### src/rtl/tdma_pkg.sv
package tdma_pkg;

   localparam int WORD_W     = 32;
   localparam int BYTE_W     = 8;
   localparam int DESC_WORDS = 3;
   localparam int CODE_W     = 4;

   typedef enum logic [1:0] {
      POS_CONT  = 2'b00,
      POS_END   = 2'b01,
      POS_START = 2'b10,
      POS_ONLY  = 2'b11
   } fpos_e;

   typedef struct packed {
      logic              own;
      logic              last_entry;
      fpos_e             pos;
      logic              err;
      logic [22:0]       rsvd;
      logic [CODE_W-1:0] code;
   } dstat_t;

   typedef enum logic [3:0] {
      S_IDLE,
      S_RD_STAT,
      S_GET_STAT,
      S_RD_LEN,
      S_GET_LEN,
      S_RD_ADDR,
      S_GET_ADDR,
      S_RD_BUF,
      S_GET_BUF,
      S_SEND,
      S_WRITEBACK
   } tstate_e;

   function automatic logic closes_frame(input fpos_e p);
      return (p == POS_END) || (p == POS_ONLY);
   endfunction

endpackage

### src/rtl/tdma_ring_ptr.sv
module tdma_ring_ptr #(
   parameter int ADDR_W = 10,
   parameter int STEP   = 3
) (
   input  logic              clk,
   input  logic              rst_n,
   input  logic              load_base,
   input  logic [ADDR_W-1:0] base,
   input  logic              advance,
   input  logic              wrap,
   output logic [ADDR_W-1:0] ptr
);

   localparam logic [ADDR_W-1:0] STEP_V = ADDR_W'(STEP);

   generate
      if (STEP < 1 || STEP >= (1 << ADDR_W)) begin : g_bad_step
         $error("tdma_ring_ptr: STEP out of range");
      end
   endgenerate

   always_ff @(posedge clk or negedge rst_n) begin
      if (!rst_n)
         ptr <= '0;
      else if (load_base)
         ptr <= base;
      else if (advance)
         ptr <= wrap ? base : ptr + STEP_V;
   end

   assert_wrap_to_base_R6: assert property (@(posedge clk) disable iff (!rst_n)
      (advance && wrap && !load_base) |=> (ptr == $past(base)))
      else $error("pointer did not return to ring base");

   assert_step_forward_R6: assert property (@(posedge clk) disable iff (!rst_n)
      (advance && !wrap && !load_base) |=> (ptr == $past(ptr) + STEP_V))
      else $error("pointer did not step by one descriptor");

endmodule

### src/rtl/tdma_byte_sel.sv
module tdma_byte_sel #(
   parameter int WORD_W = 32,
   parameter int BYTE_W = 8,
   parameter int IDX_W  = 2
) (
   input  logic [WORD_W-1:0] word,
   input  logic [IDX_W-1:0]  idx,
   output logic [BYTE_W-1:0] byte_o
);

   localparam int LANES = WORD_W / BYTE_W;

   generate
      if (WORD_W % BYTE_W != 0) begin : g_bad_ratio
         $error("tdma_byte_sel: word is not a whole number of bytes");
      end
      if ((1 << IDX_W) != LANES) begin : g_bad_idx
         $error("tdma_byte_sel: lane count must equal 2**IDX_W");
      end
   endgenerate

   logic [BYTE_W-1:0] lane [LANES];

   generate
      for (genvar i = 0; i < LANES; i++) begin : g_lane
         assign lane[i] = word[i*BYTE_W +: BYTE_W];
      end
   endgenerate

   assign byte_o = lane[idx];

endmodule

### src/rtl/tdma_irq_pulse.sv
module tdma_irq_pulse (
   input  logic clk,
   input  logic rst_n,
   input  logic fire,
   input  logic en,
   output logic irq
);

   always_ff @(posedge clk or negedge rst_n) begin
      if (!rst_n)
         irq <= 1'b0;
      else
         irq <= fire && en;
   end

   assert_irq_single_R10: assert property (@(posedge clk) disable iff (!rst_n)
      irq |=> !irq)
      else $error("interrupt wider than one cycle");

   assert_irq_gated_R10: assert property (@(posedge clk) disable iff (!rst_n)
      (fire && !en) |=> !irq)
      else $error("interrupt raised while disabled");

endmodule

### src/rtl/tdma_tx_ring.sv
module tdma_tx_ring
   import tdma_pkg::*;
#(
   parameter int ADDR_W = 10,
   parameter int LEN_W  = 16
) (
   input  logic               clk,
   input  logic               rst_n,
   input  logic               enable,
   input  logic               start,
   input  logic               irq_en,
   input  logic [ADDR_W-1:0]  ring_base,
   output logic               mem_rd,
   output logic               mem_wr,
   output logic [ADDR_W-1:0]  mem_addr,
   output logic [31:0]        mem_wdata,
   input  logic [31:0]        mem_rdata,
   output logic               tx_valid,
   output logic [7:0]         tx_data,
   input  logic               tx_ready,
   input  logic               tx_error,
   input  logic [3:0]         tx_err_code,
   output logic               irq
);

   localparam int LANES = WORD_W / BYTE_W;
   localparam int IDX_W = (LANES > 1) ? $clog2(LANES) : 1;
   localparam logic [IDX_W-1:0]  LAST_LANE = IDX_W'(LANES - 1);
   localparam logic [LEN_W-1:0]  ONE_LEFT  = LEN_W'(1);
   localparam logic [ADDR_W-1:0] OFS_LEN   = ADDR_W'(1);
   localparam logic [ADDR_W-1:0] OFS_ADDR  = ADDR_W'(2);

   generate
      if (ADDR_W < 4 || ADDR_W > WORD_W) begin : g_bad_addr
         $error("tdma_tx_ring: ADDR_W out of range");
      end
      if (LEN_W < 1 || LEN_W > 16) begin : g_bad_len
         $error("tdma_tx_ring: LEN_W must lie in 1..16");
      end
   endgenerate

   tstate_e             state_q;
   logic                te_q;
   fpos_e               pos_q;
   logic [LEN_W-1:0]    rem_q;
   logic [ADDR_W-1:0]   bptr_q;
   logic [IDX_W-1:0]    bidx_q;
   logic [WORD_W-1:0]   word_q;
   logic                drain_q;
   logic [CODE_W-1:0]   code_q;
   logic [ADDR_W-1:0]   ptr;
   logic                wb_fire;
   dstat_t              rd_stat;
   dstat_t              wb_stat;
   logic                closing_fault;

   assign rd_stat       = dstat_t'(mem_rdata);
   assign closing_fault = drain_q && closes_frame(pos_q);
   assign wb_fire       = (state_q == S_WRITEBACK) && closing_fault;

   tdma_ring_ptr #(
      .ADDR_W (ADDR_W),
      .STEP   (DESC_WORDS)
   ) u_ptr (
      .clk       (clk),
      .rst_n     (rst_n),
      .load_base ((state_q == S_IDLE) && !enable),
      .base      (ring_base),
      .advance   (state_q == S_WRITEBACK),
      .wrap      (te_q),
      .ptr       (ptr)
   );

   tdma_byte_sel #(
      .WORD_W (WORD_W),
      .BYTE_W (BYTE_W),
      .IDX_W  (IDX_W)
   ) u_sel (
      .word   (word_q),
      .idx    (bidx_q),
      .byte_o (tx_data)
   );

   tdma_irq_pulse u_irq (
      .clk   (clk),
      .rst_n (rst_n),
      .fire  (wb_fire),
      .en    (irq_en),
      .irq   (irq)
   );

   always_comb begin
      mem_rd   = 1'b0;
      mem_addr = ptr;
      unique case (state_q)
         S_RD_STAT: mem_rd = 1'b1;
         S_RD_LEN: begin
            mem_rd   = 1'b1;
            mem_addr = ptr + OFS_LEN;
         end
         S_RD_ADDR: begin
            mem_rd   = 1'b1;
            mem_addr = ptr + OFS_ADDR;
         end
         S_RD_BUF: begin
            mem_rd   = 1'b1;
            mem_addr = bptr_q;
         end
         default: ;
      endcase
   end

   always_comb begin
      wb_stat            = '0;
      wb_stat.own        = 1'b0;
      wb_stat.last_entry = te_q;
      wb_stat.pos        = pos_q;
      if (closing_fault) begin
         wb_stat.err  = 1'b1;
         wb_stat.code = code_q;
      end
   end

   assign mem_wr    = (state_q == S_WRITEBACK);
   assign mem_wdata = wb_stat;
   assign tx_valid  = (state_q == S_SEND);

   always_ff @(posedge clk or negedge rst_n) begin
      if (!rst_n) begin
         state_q <= S_IDLE;
         te_q    <= 1'b0;
         pos_q   <= POS_CONT;
         rem_q   <= '0;
         bptr_q  <= '0;
         bidx_q  <= '0;
         word_q  <= '0;
         drain_q <= 1'b0;
         code_q  <= '0;
      end else begin
         unique case (state_q)
            S_IDLE: begin
               if (enable && start)
                  state_q <= S_RD_STAT;
            end
            S_RD_STAT: state_q <= S_GET_STAT;
            S_GET_STAT: begin
               te_q  <= rd_stat.last_entry;
               pos_q <= rd_stat.pos;
               if (!rd_stat.own)
                  state_q <= S_IDLE;
               else if (drain_q)
                  state_q <= S_WRITEBACK;
               else
                  state_q <= S_RD_LEN;
            end
            S_RD_LEN: state_q <= S_GET_LEN;
            S_GET_LEN: begin
               rem_q   <= mem_rdata[LEN_W-1:0];
               state_q <= S_RD_ADDR;
            end
            S_RD_ADDR: state_q <= S_GET_ADDR;
            S_GET_ADDR: begin
               bptr_q  <= mem_rdata[ADDR_W-1:0];
               bidx_q  <= '0;
               state_q <= (rem_q == '0) ? S_WRITEBACK : S_RD_BUF;
            end
            S_RD_BUF: state_q <= S_GET_BUF;
            S_GET_BUF: begin
               word_q  <= mem_rdata;
               state_q <= S_SEND;
            end
            S_SEND: begin
               if (tx_error) begin
                  drain_q <= 1'b1;
                  code_q  <= tx_err_code;
                  state_q <= S_WRITEBACK;
               end else if (tx_ready) begin
                  rem_q <= rem_q - ONE_LEFT;
                  if (rem_q == ONE_LEFT) begin
                     state_q <= S_WRITEBACK;
                  end else if (bidx_q == LAST_LANE) begin
                     bidx_q  <= '0;
                     bptr_q  <= bptr_q + OFS_LEN;
                     state_q <= S_RD_BUF;
                  end else begin
                     bidx_q <= bidx_q + IDX_W'(1);
                  end
               end
            end
            S_WRITEBACK: begin
               if (closing_fault)
                  drain_q <= 1'b0;
               state_q <= S_RD_STAT;
            end
            default: state_q <= S_IDLE;
         endcase
      end
   end

   assert_quiet_reset_R1: assert property (@(posedge clk) disable iff (!rst_n)
      $rose(rst_n) |-> (!tx_valid && !mem_wr))
      else $error("activity right after reset");

   assert_hold_when_stalled_R4: assert property (@(posedge clk) disable iff (!rst_n)
      (tx_valid && !tx_ready && !tx_error) |=> (tx_valid && $stable(tx_data)))
      else $error("offered byte changed under back-pressure");

   assert_stop_on_fault_R7: assert property (@(posedge clk) disable iff (!rst_n)
      (tx_valid && tx_error) |=> (!tx_valid && mem_wr))
      else $error("data kept flowing after a fault");

   assert_no_data_in_drain_R8: assert property (@(posedge clk) disable iff (!rst_n)
      drain_q |-> !tx_valid)
      else $error("byte offered during drain");

   assert_drain_reads_status_only_R8: assert property (@(posedge clk) disable iff (!rst_n)
      (drain_q && mem_rd) |-> (mem_addr == ptr))
      else $error("non-status read during drain");

   assert_irq_after_closing_wb_R10: assert property (@(posedge clk) disable iff (!rst_n)
      irq |-> ($past(mem_wr) && $past(mem_wdata[27])))
      else $error("interrupt not preceded by closing write-back");

   assert_wb_releases_R5: assert property (@(posedge clk) disable iff (!rst_n)
      mem_wr |=> !mem_wr)
      else $error("back-to-back write-backs");

endmodule

### config.mk
export PLATFORM = sky130hd
export DESIGN_NAME = tdma_tx_ring
export DESIGN_NICKNAME = d
export VERILOG_FILES = /design/src/rtl/tdma_pkg.sv /design/src/rtl/tdma_ring_ptr.sv /design/src/rtl/tdma_byte_sel.sv /design/src/rtl/tdma_irq_pulse.sv /design/src/rtl/tdma_tx_ring.sv
export SDC_FILE = /design/constraint.sdc
export NUM_CORES = 1
export LEC_CHECK = 0
export BUFFER_PORTS_ARGS = -buffer_cell sky130_fd_sc_hd__clkbuf_2
export CAP_MARGIN = 20
export CORE_MARGIN = 3
export CORE_UTILIZATION = 40
export CTS_BUF_LIST = sky130_fd_sc_hd__clkbuf_2 sky130_fd_sc_hd__clkbuf_4 sky130_fd_sc_hd__clkbuf_8
export CTS_CLUSTER_DIAMETER = 150
export DETAILED_ROUTE_END_ITERATION = 12
export PLACE_DENSITY = 0.65
export SLEW_MARGIN = 20
export SYNTH_ARGS = -nofsm -noshare
export SYNTH_HDL_FRONTEND = slang
export SYNTH_SLANG_ARGS = --single-unit
### constraint.sdc
create_clock -name clk -period 2.2 [get_ports clk]
set_input_delay 0.33 -clock clk [delete_from_list [all_inputs] [get_ports clk]]
set_output_delay 0.33 -clock clk [all_outputs]
set_load 0.1 [all_outputs]
==> flow_summary.json, run 1 <==
{
  "min_from": "mem_rdata[18]",
  "wl_mm": 15.1,
  "yosysWarningCount": 0,
  "yosysSeqAreaShare_pct": 40.0,
  "status": "complete, but fails checks",
  "fin_crit_sh_pct": 111,
  "startpoint": "u_ptr.ptr[1]",
  "portBuffers": 82,
  "dp_hpwl_mm": 11.1,
  "rsz0062_at_grt": "true",
  "syn_to_final_growth_pct": 31.7,
  "multi_input_area_um2": 3010,
  "holdWs_ns": 0.190,
  "ir_worst_vdd_v": 0.000970,
  "max_freq_ghz": 0.411,
  "setup_viol": 7,
  "routed_via_density": 5.71,
  "setup_slack_ns": -0.232,
  "numCtsBuffers": 9,
  "dieArea_um2": 14400,
  "cp_data_required_time_ns": 1.87,
  "clk_latency_ns": 0.37,
  "drv_slew": 0,
  "drc": 0,
  "root_buffer": "clkbuf_8",
  "violations": "setup timing",
  "synth-seq-cells": 83,
  "syn_inst": 563,
  "row_count": 40,
  "async_reset_ff_share_pct": 100,
  "mostFrequentLayoutCell": "dfrtp_1",
  "grt_pass1_wl_mm": 24.1,
  "avgRoutedWirePerCell_um": 17.8,
  "antenna_left": 0,
  "grt_max_degree": 47,
  "layout-drive-gt1-share_pct": 38.3,
  "drt_first_pass_iters": 5,
  "synth_top_area_cell": "dfrtp_1",
  "synth_edf_count": 0,
  "dp_slack_ns": 0.0888,
  "ctsHtreeMaxLevel": 3,
  "crit_path_max_fanout": 3,
  "crit_arrival_ns": 2.10,
  "grt.overflow.total": 0,
  "r2r-start": "state_q[2]",
  "hold_viol": 0,
  "maxCapViolCount": 0,
  "place_inst": 817,
  "pwr_density_cell_nw_per_um2": 1750,
  "syn_area_um2": 5190,
  "fin_crit_ns": 2.43,
  "num-fill-cells": 1088,
  "crit_type": "reg2out",
  "clk_pin_slew_ns": 0.10,
  "end_kind": "primary output",
  "slew-limit-headroom_pct": 52.1,
  "vias": 4866,
  "cts_buffer_depth": 2,
  "tightest_slew_ns": 0.718,
  "start_util_pct": 42.0,
  "pin_count": 107,
  "antenna_found_initial": 0,
  "skew_ns": 0.0176,
  "regArea_um2": 2080,
  "die_y_um": 120,
  "gp_congestion": 0.918,
  "syn_avg_cell_area_um2": 9.21,
  "cts_sinks": 83,
  "start_kind": "flip-flop",
  "hold_path.class": "in2reg",
  "p_leak_nw": 3.00,
  "grt_pass1_vias": 4706,
  "ys.flop_type": "dfrtp_1",
  "n_antenna_cell": 0,
  "fin_nets": 741,
  "tns_ns": -1.02,
  "yosys-top-cells-area": "dfrtp_1 40%, mux2_2 7.8%, a21oi_1 5.3%",
  "chipWidth_um": 120,
  "synth_cell_types": 67,
  "tritoncts": "built",
  "synth_top_area_share_pct": 40.0,
  "core_area_um2": 12400,
  "final_cells": 852,
  "drt_iter0_drc": 414,
  "finalPower_w": 0.0120,
  "grtUsageTotal_pct": 20.7,
  "final_cell_mix": "80 x dfrtp_1, 62 x clkbuf_2, 53 x buf_4"
}
## where the power goes
part,switching (W),internal (W),total (W)
registers,0.000687,0.00226,0.00295
clock network,0.000634,0.000430,0.00106
logic,0.00490,0.00306,0.00796
## cells in the mapped netlist, types with 3 or more instances
library cell / number
a21o_1: 4
a21oi_1: 55
a221o_1: 4
a22oi_1: 5
a2bb2oi_1: 4
a31oi_1: 10
and2_1: 4
and3_1: 10
and4_1: 3
buf_1: 4
buf_2: 12
buf_4: 27
clkbuf_1: 21
dfrtp_1: 83
ha_1: 9
inv_1: 13
mux2_1: 3
mux2_2: 36
mux4_2: 8
nand2_1: 49
nand2b_1: 8
nand3_1: 23
nand4_1: 5
nor2_1: 29
nor2b_1: 3
nor3_1: 17
nor4_1: 4
o211ai_1: 10
o21ai_0: 36
o22ai_1: 13
o41ai_1: 3
## flip-flops by register name, indices dropped and copies added (netlist names)
| signal | count |
|---|---|
| pos_q | 2 |
| bptr_q | 10 |
| drain_q | 1 |
| te_q | 1 |
| u_ptr.ptr | 10 |
| word_q | 32 |
| rem_q | 16 |
| code_q | 4 |
| state_q | 4 |
| bidx_q | 2 |
| u_irq.irq | 1 |
## metal layers
metal	track usage [%]	part of all wire (%)	vias to the layer above	wire, µm
li1	-	-	2271	-
met1	29.4	45	2380	6840
met2	32.0	47	190	7110
met3	3.11	5.5	25	830
met4	7.80	2.3	0	343
met5	0	0	-	0
## logic make-up (layout without fill, tap and decap cells)
family          Yosys count  in the layout  synth area share (%)
mux                      49             49                  12.3
fa+ha+maj                 9              9                  2.17
compound gates          171            171                  20.7
flops                    83             83                  40.0
other cells               1             24                0.0723
xor+xnor                  1              1                 0.169
simple gates            170            170                  16.5
buf+inv                  79            177                  7.96
## final cells by class
cell class / count / share of cell area, %
multi-input cells: 424 / 44.1
flip-flops and latches: 83 / 30.5
repair buffers: 146 / 18.7
well taps: 168 / 3.08
clock buffers: 9 / 1.81
inverters: 15 / 0.971
clock inverters: 7 / 0.861
## critical path, stage by stage (launching register included)
cell and delay [ns]:
dfrtp_1 0.37, ha_2 0.19, and3_4 0.21, nand3_2 0.08
o21bai_1 0.17, a21o_1 0.16, a221o_2 0.37, buf_12 0.18
## metrics by stage
step / util, % / area [µm²]
2_1_floorplan: - / 5360
3_3_place_gp: 50.9 / 6290
3_5_place_dp: 50.9 / 6290
4_1_cts: 54.1 / 6690
5_1_grt: 55.3 / 6830
6_report: 55.3 / 6830
## final timing paths
path	to	slack [ns]	depth (start not counted)
worst max-delay path	mem_addr[9]	-0.23	7
min in group asynchronous	u_ptr.ptr[6]	0.47	2
worst min-delay path	word_q[18]	0.19	2
worst max register to register	bptr_q[4]	0.21	8
worst min register to register	word_q[15]	0.49	1
max in group asynchronous	bidx_q[0]	1.06	3
## timing repair
action                                  4_1_cts  5_1_grt
pin swaps                                    11        7
hold buffers                                  1        0
resized for setup                            27       18
cloned                                        0        1
setup buffers                                13        4
endpoints found under the setup margin       14       16
endpoints found under the hold margin        37        0
No activity file was read; power rests on OpenSTA's default activity.
==> run 2: changes to the inputs <==
--- a/config.mk
+++ b/config.mk
@@ -13,7 +13,7 @@
 export CTS_CLUSTER_DIAMETER = 150
 export DETAILED_ROUTE_END_ITERATION = 12
 export PLACE_DENSITY = 0.65
-export SLEW_MARGIN = 20
+export SLEW_MARGIN = 30
 export SYNTH_ARGS = -nofsm -noshare
 export SYNTH_HDL_FRONTEND = slang
 export SYNTH_SLANG_ARGS = --single-unit
==> constraint.sdc (replaced) <==
create_clock -name clk -period 2.5 [get_ports clk]
set_input_delay 0.375 -clock clk [delete_from_list [all_inputs] [get_ports clk]]
set_output_delay 0.375 -clock clk [all_outputs]
set_load 0.1 [all_outputs]
==> run 2 against run 1 <==
The flow now finishes without violations. Critical path depth unchanged. Register-to-register slack gained 0.18 ns. Flip-flop and latch count stayed put. Total power shrank 18%. Die area unchanged. Sequential share of layout area up 2.8 points. Combinational power down 24%. Wire length down 3.2%. Sequential power fell by 7.8%. Via count down 3.3%. Global-route usage fell by 0.44 points.
==> flow_summary.json, run 2 (synthesized netlist as in run 1, its figures left out) <==
{
  "row_count": 40,
  "path_buf_inv": 1,
  "gp_congestion": 0.889,
  "num-fill-cells": 1165,
  "numCtsBuffers": 9,
  "hold_viol": 0,
  "end_kind": "primary output",
  "p_sw_w": 0.00520,
  "setup_viol": 0,
  "antenna_left": 0,
  "n_antenna_cell": 0,
  "wl_mm": 14.6,
  "start_kind": "flip-flop",
  "tightest_slew_ns": 0.713,
  "dp_hpwl_mm": 10.9,
  "cp_data_required_time_ns": 2.12,
  "vias": 4706,
  "place_area_um2": 5940,
  "portBuffers": 82,
  "drc": 0,
  "layout-drive-gt1-share_pct": 31.7,
  "status": "completed",
  "switching_share_pct": 52.8,
  "grt.overflow.total": 0,
  "chipWidth_um": 120,
  "routed_via_density": 5.75,
  "grt_max_degree": 44,
  "slew-limit-headroom_pct": 52.3,
  "p_seq_share_pct": 27.6,
  "pwr_density_cell_nw_per_um2": 1570,
  "antenna_found_initial": 0,
  "cts_buffer_depth": 2,
  "grtUsageTotal_pct": 20.2,
  "crit_path_max_incr_delay_ns": 0.44,
  "largest_reg_flops": 32,
  "fin_nets": 707,
  "avgRoutedWirePerCell_um": 17.9,
  "ctsHtreeMaxLevel": 3,
  "grt_pass1_wl_mm": 23.4,
  "startpoint": "u_ptr.ptr[1]",
  "reg_top3": "word_q (32), rem_q (16)",
  "final_cell_mix": "75 x dfrtp_1, 69 x clkbuf_2, 53 x a21oi_1",
  "hold_path.class": "in2async",
  "p_clk_share_pct": 11.0,
  "final_cells": 818,
  "comb_power_share_pct": 61.4,
  "fin_crit_ns": 2.49,
  "cpMaxStageDelayCell": "dfrtp_1",
  "skew_ns": 0.0153,
  "place_inst": 796,
  "dieArea_um2": 14400,
  "die_y_um": 120,
  "clk_latency_ns": 0.36,
  "rsz0062_at_grt": "true",
  "cts_sinks": 83,
  "pin_count": 107,
  "start_util_pct": 42.0,
  "crit_family": "compound AO/OA/AOI/OAI gates",
  "r2r-start": "rem_q[1]",
  "crit_arrival_ns": 2.12,
  "core_area_um2": 12400,
  "mostFrequentLayoutCell": "dfrtp_1",
  "max_freq_ghz": 0.402,
  "tritoncts": "built",
  "cp_cell_sequence": "ha_4 -> and3_4 -> nand3_2 -> o21bai_1 -> a21o_1 -> a221o_1 -> buf_12",
  "tns_ns": 0,
  "drv_slew": 0,
  "stdcell_area_um2": 6280,
  "drt_first_pass_iters": 5,
  "crit_type": "reg2out",
  "root_buffer": "clkbuf_8",
  "clk_pin_slew_ns": 0.08,
  "p_leak_nw": 2.77,
  "ir_worst_vdd_v": 0.00112,
  "drt_iter0_drc": 435,
  "internal-power_w": 0.00465,
  "holdBufCountCts": 0,
  "grt_pass1_vias": 4517,
  "syn_to_final_growth_pct": 21.0,
  "crit_path_max_fanout": 4,
  "fin_crit_sh_pct": 99.6,
  "largest_register": "word_q",
  "maxCapViolCount": 0
}
[run 2: final timing paths]
kind / to / slack [ns] / cells past startpoint
worst max-delay path: mem_addr[9] / 0.01 / 7
max in group asynchronous: state_q[2] / 1.87 / 2
min in group clk: word_q[16] / 0.23 / 2
worst min register to register: word_q[16] / 0.49 / 1
worst max register to register: bptr_q[4] / 0.39 / 7
worst min-delay path: code_q[1] / 0.001 / 1
[run 2: cell type report]
| type | count | area (µm²) | share of cell area, % |
|---|---|---|---|
| multi-input cells | 424 | 2870 | 45.6 |
| clock inverters | 7 | 98.8 | 1.57 |
| inverters | 15 | 60.1 | 0.957 |
| flip-flops and latches | 83 | 2090 | 33.2 |
| well taps | 168 | 210 | 3.35 |
| repair buffers | 112 | 833 | 13.3 |
| clock buffers | 9 | 124 | 1.97 |
[run 2: repair_timing]
action	CTS	global route
setup buffers	0	6
resized for setup	5	16
pin swaps	0	2
endpoints found under the setup margin	10	7
[run 2: routing by layer]
metal	GRT usage, %	wire [µm]	part of all wire (%)	vias to the layer above
met1	29.6	6810	46	2300
li1	-	-	-	2218
met5	0	0	0	-
met3	2.40	829	5.7	16
met4	6.87	205	1.4	0
met2	31.1	6810	46	172
[run 2: metrics by stage]
stage                     setup slack, ns  hold WS [ns]  power [W]  utilization, %
after CTS                         0.00655        0.0115    0.00970            50.0
final                             0.00963       0.00143    0.00985            50.8
after global routing              -0.0362        0.0338     0.0104            50.8
after detailed placement            0.352         0.406    0.00857            48.1
after floorplan                    -0.595        0.0794    0.00699               -
after global placement              0.374         0.396    0.00847            48.1
[run 2: power groups by stage]
stage          clock network (W)  registers, W  logic, W
3_3_place_gp                   0       0.00265   0.00582
5_1_grt                  0.00117       0.00282   0.00643
3_5_place_dp                   0       0.00270   0.00587
6_report                 0.00109       0.00272   0.00605
4_1_cts                  0.00111       0.00268   0.00590
2_1_floorplan                  0       0.00253   0.00446
==> run 3: changes to the inputs <==
--- a/config.mk
+++ b/config.mk
@@ -12,7 +12,9 @@
 export CTS_BUF_LIST = sky130_fd_sc_hd__clkbuf_2 sky130_fd_sc_hd__clkbuf_4 sky130_fd_sc_hd__clkbuf_8
 export CTS_CLUSTER_DIAMETER = 150
 export DETAILED_ROUTE_END_ITERATION = 12
+export GPL_ROUTABILITY_DRIVEN = 1
 export PLACE_DENSITY = 0.65
+export REMOVE_ABC_BUFFERS = 1
 export SLEW_MARGIN = 30
 export SYNTH_ARGS = -nofsm -noshare
 export SYNTH_HDL_FRONTEND = slang
==> run 3 against run 2 <==
Final cell count shrank 0.12%. Sequential power about the same. Die area stayed put. Maximum frequency is essentially flat. Clock-buffer cell count is the same. Global-route usage is 0.80 points lower. Flip-flop and latch count stayed put. Via count rose by 0.11%.
==> flow_summary.json, run 3 (synthesized netlist as in run 1, its figures left out) <==
{
  "ir_worst_vdd_v": 0.000948,
  "clk_pin_slew_ns": 0.09,
  "wl_mm": 14.2,
  "path_buf_inv": 1,
  "hold_path.class": "in2reg",
  "drt_first_pass_iters": 4,
  "switching_share_pct": 53.6,
  "avgRoutedWirePerCell_um": 17.4,
  "setup_slack_ns": 0.00928,
  "portBuffers": 82,
  "numCtsBuffers": 9,
  "crit_family": "compound AO/OA/AOI/OAI gates",
  "comb_power_share_pct": 61.2,
  "p_clk_share_pct": 10.7,
  "cts_buffer_depth": 2,
  "clk_latency_ns": 0.37,
  "row_count": 40,
  "fin_nets": 705,
  "crit_type": "reg2out",
  "largest_reg_flops": 32,
  "ctsHtreeMaxLevel": 3,
  "end_kind": "primary output",
  "tightest_slew_ns": 0.548,
  "rrSetupSlack_ns": 0.37,
  "drc": 0,
  "reg_top3": "word_q (32), rem_q (16)",
  "layout-drive-gt1-share_pct": 30.1,
  "dp_hpwl_mm": 10.6,
  "slew-limit-headroom_pct": 63.5,
  "cp_data_required_time_ns": 2.12,
  "r2r-end": "bptr_q[5]",
  "mostFrequentLayoutCell": "dfrtp_1",
  "cpMaxStageDelayCell": "dfrtp_1",
  "drt_iter0_drc": 243,
  "cp_cell_sequence": "ha_4 -> and3_4 -> nand3_2 -> o21bai_1 -> a21o_1 -> a221o_1 -> buf_12",
  "largest_register": "word_q",
  "critPathCapture": "mem_addr[9]",
  "gp_congestion": 0.885,
  "max_freq_ghz": 0.401,
  "hold_viol": 0,
  "cts_sinks": 83,
  "chipWidth_um": 120,
  "tritoncts": "built",
  "core_area_um2": 12400,
  "r2r-start": "state_q[2]",
  "skew_ns": 0.0151,
  "start_kind": "flip-flop",
  "p_leak_nw": 2.74,
  "routed_via_density": 5.77,
  "grt.overflow.total": 0,
  "holdWs_ns": 0.223,
  "p_sw_w": 0.00513,
  "pwr_density_cell_nw_per_um2": 1550,
  "setup_viol": 0,
  "crit_path_max_incr_delay_ns": 0.42,
  "rsz0062_at_grt": "true",
  "final_cell_mix": "79 x dfrtp_1, 69 x clkbuf_2, 55 x a21oi_1",
  "root_buffer": "clkbuf_8",
  "tns_ns": 0,
  "internal-power_w": 0.00444,
  "status": "completed",
  "crit_arrival_ns": 2.12,
  "fin_crit_sh_pct": 99.6,
  "antenna_found_initial": 0,
  "grt_pass1_wl_mm": 22.6,
  "die_y_um": 120,
  "fin_crit_ns": 2.49,
  "maxCapViolCount": 0,
  "crit_cells": 7,
  "grtUsageTotal_pct": 19.4,
  "num-fill-cells": 1176,
  "startpoint": "u_ptr.ptr[2]",
  "pin_count": 107,
  "reg2reg_depth": 7,
  "stdcell_area_um2": 6180,
  "grt_max_degree": 42,
  "drv_slew": 0,
  "dp_slack_ns": 0.306,
  "vias": 4711,
  "place_area_um2": 5920,
  "antenna_left": 0,
  "post_cts_buffers": 0,
  "crit_path_max_fanout": 4,
  "grt_pass1_vias": 4482,
  "p_seq_share_pct": 28.1,
  "syn_to_final_growth_pct": 19.2,
  "dieArea_um2": 14400,
  "start_util_pct": 42.0
}
-- run 3: cell count changes in the layout (fill, tap and decap cells not counted), sizes merged --
cell | previous run | this run
buf | 43 | 40
bufinv | 2 | 1
clkinvlp | 2 | 0
diode | 0 | 1
dlygate4sd3 | 0 | 1
inv | 16 | 19
-- run 3: how the worst min path moves through the flow --
stage,start,slack [ns],depth (start not counted),end
floorplan,rst_n,0.08,0,bidx_q[0]
global placement,rst_n,0.40,1,code_q[2]
detailed placement,rst_n,0.40,1,code_q[2]
CTS,mem_rdata[16],0.21,2,word_q[16]
global route,mem_rdata[22],0.22,2,word_q[22]
finish,mem_rdata[16],0.22,2,word_q[16]
-- run 3: timing repair --
action | 4_1_cts | 5_1_grt
pin swaps | 2 | 1
hold endpoints to repair | 17 | 0
hold buffers | 1 | 0
endpoints found under the setup margin | 10 | 10
gates resized for setup | 10 | 10
-- run 3: per-layer routing --
layer | track usage, % | share of wire (%) | vias up
li1 | - | - | 2199
met1 | 27.1 | 45 | 2328
met5 | 0 | 0 | -
met4 | 7.87 | 2.3 | 0
met3 | 3.11 | 5.9 | 26
met2 | 30.2 | 46 | 158
-- run 3: final cells by class --
class,instances,area [µm²],share of cell area (%)
multi-input combinational,424,2830,45.7
sequential,83,2080,33.7
timing repair buffer,110,801,13.0
clock inverter,7,81.3,1.32
antenna,1,2.50,0.0405
clock buffer,9,124,2.00
inverter,15,56.3,0.911
tap,168,210,3.40
-- run 3: stage by stage --
| step | util, % | total power, W | instances |
|---|---|---|---|
| after detailed placement | 47.9 | 0.00848 | 799 |
| final | 50.0 | 0.00957 | 817 |
| after global placement | 47.9 | 0.00837 | 799 |
| after floorplan | - | 0.00672 | 522 |
| after global routing | 50.0 | 0.0101 | 816 |
| after CTS | 49.8 | 0.00955 | 816 |
-- run 3: power groups by stage --
stage                     logic (W)  registers, W  clock network, W
after floorplan             0.00397       0.00275                 0
after global placement      0.00573       0.00263                 0
after detailed placement    0.00581       0.00267                 0
after CTS                   0.00583       0.00267           0.00104
after global routing        0.00624       0.00278           0.00111
final                       0.00586       0.00269           0.00103
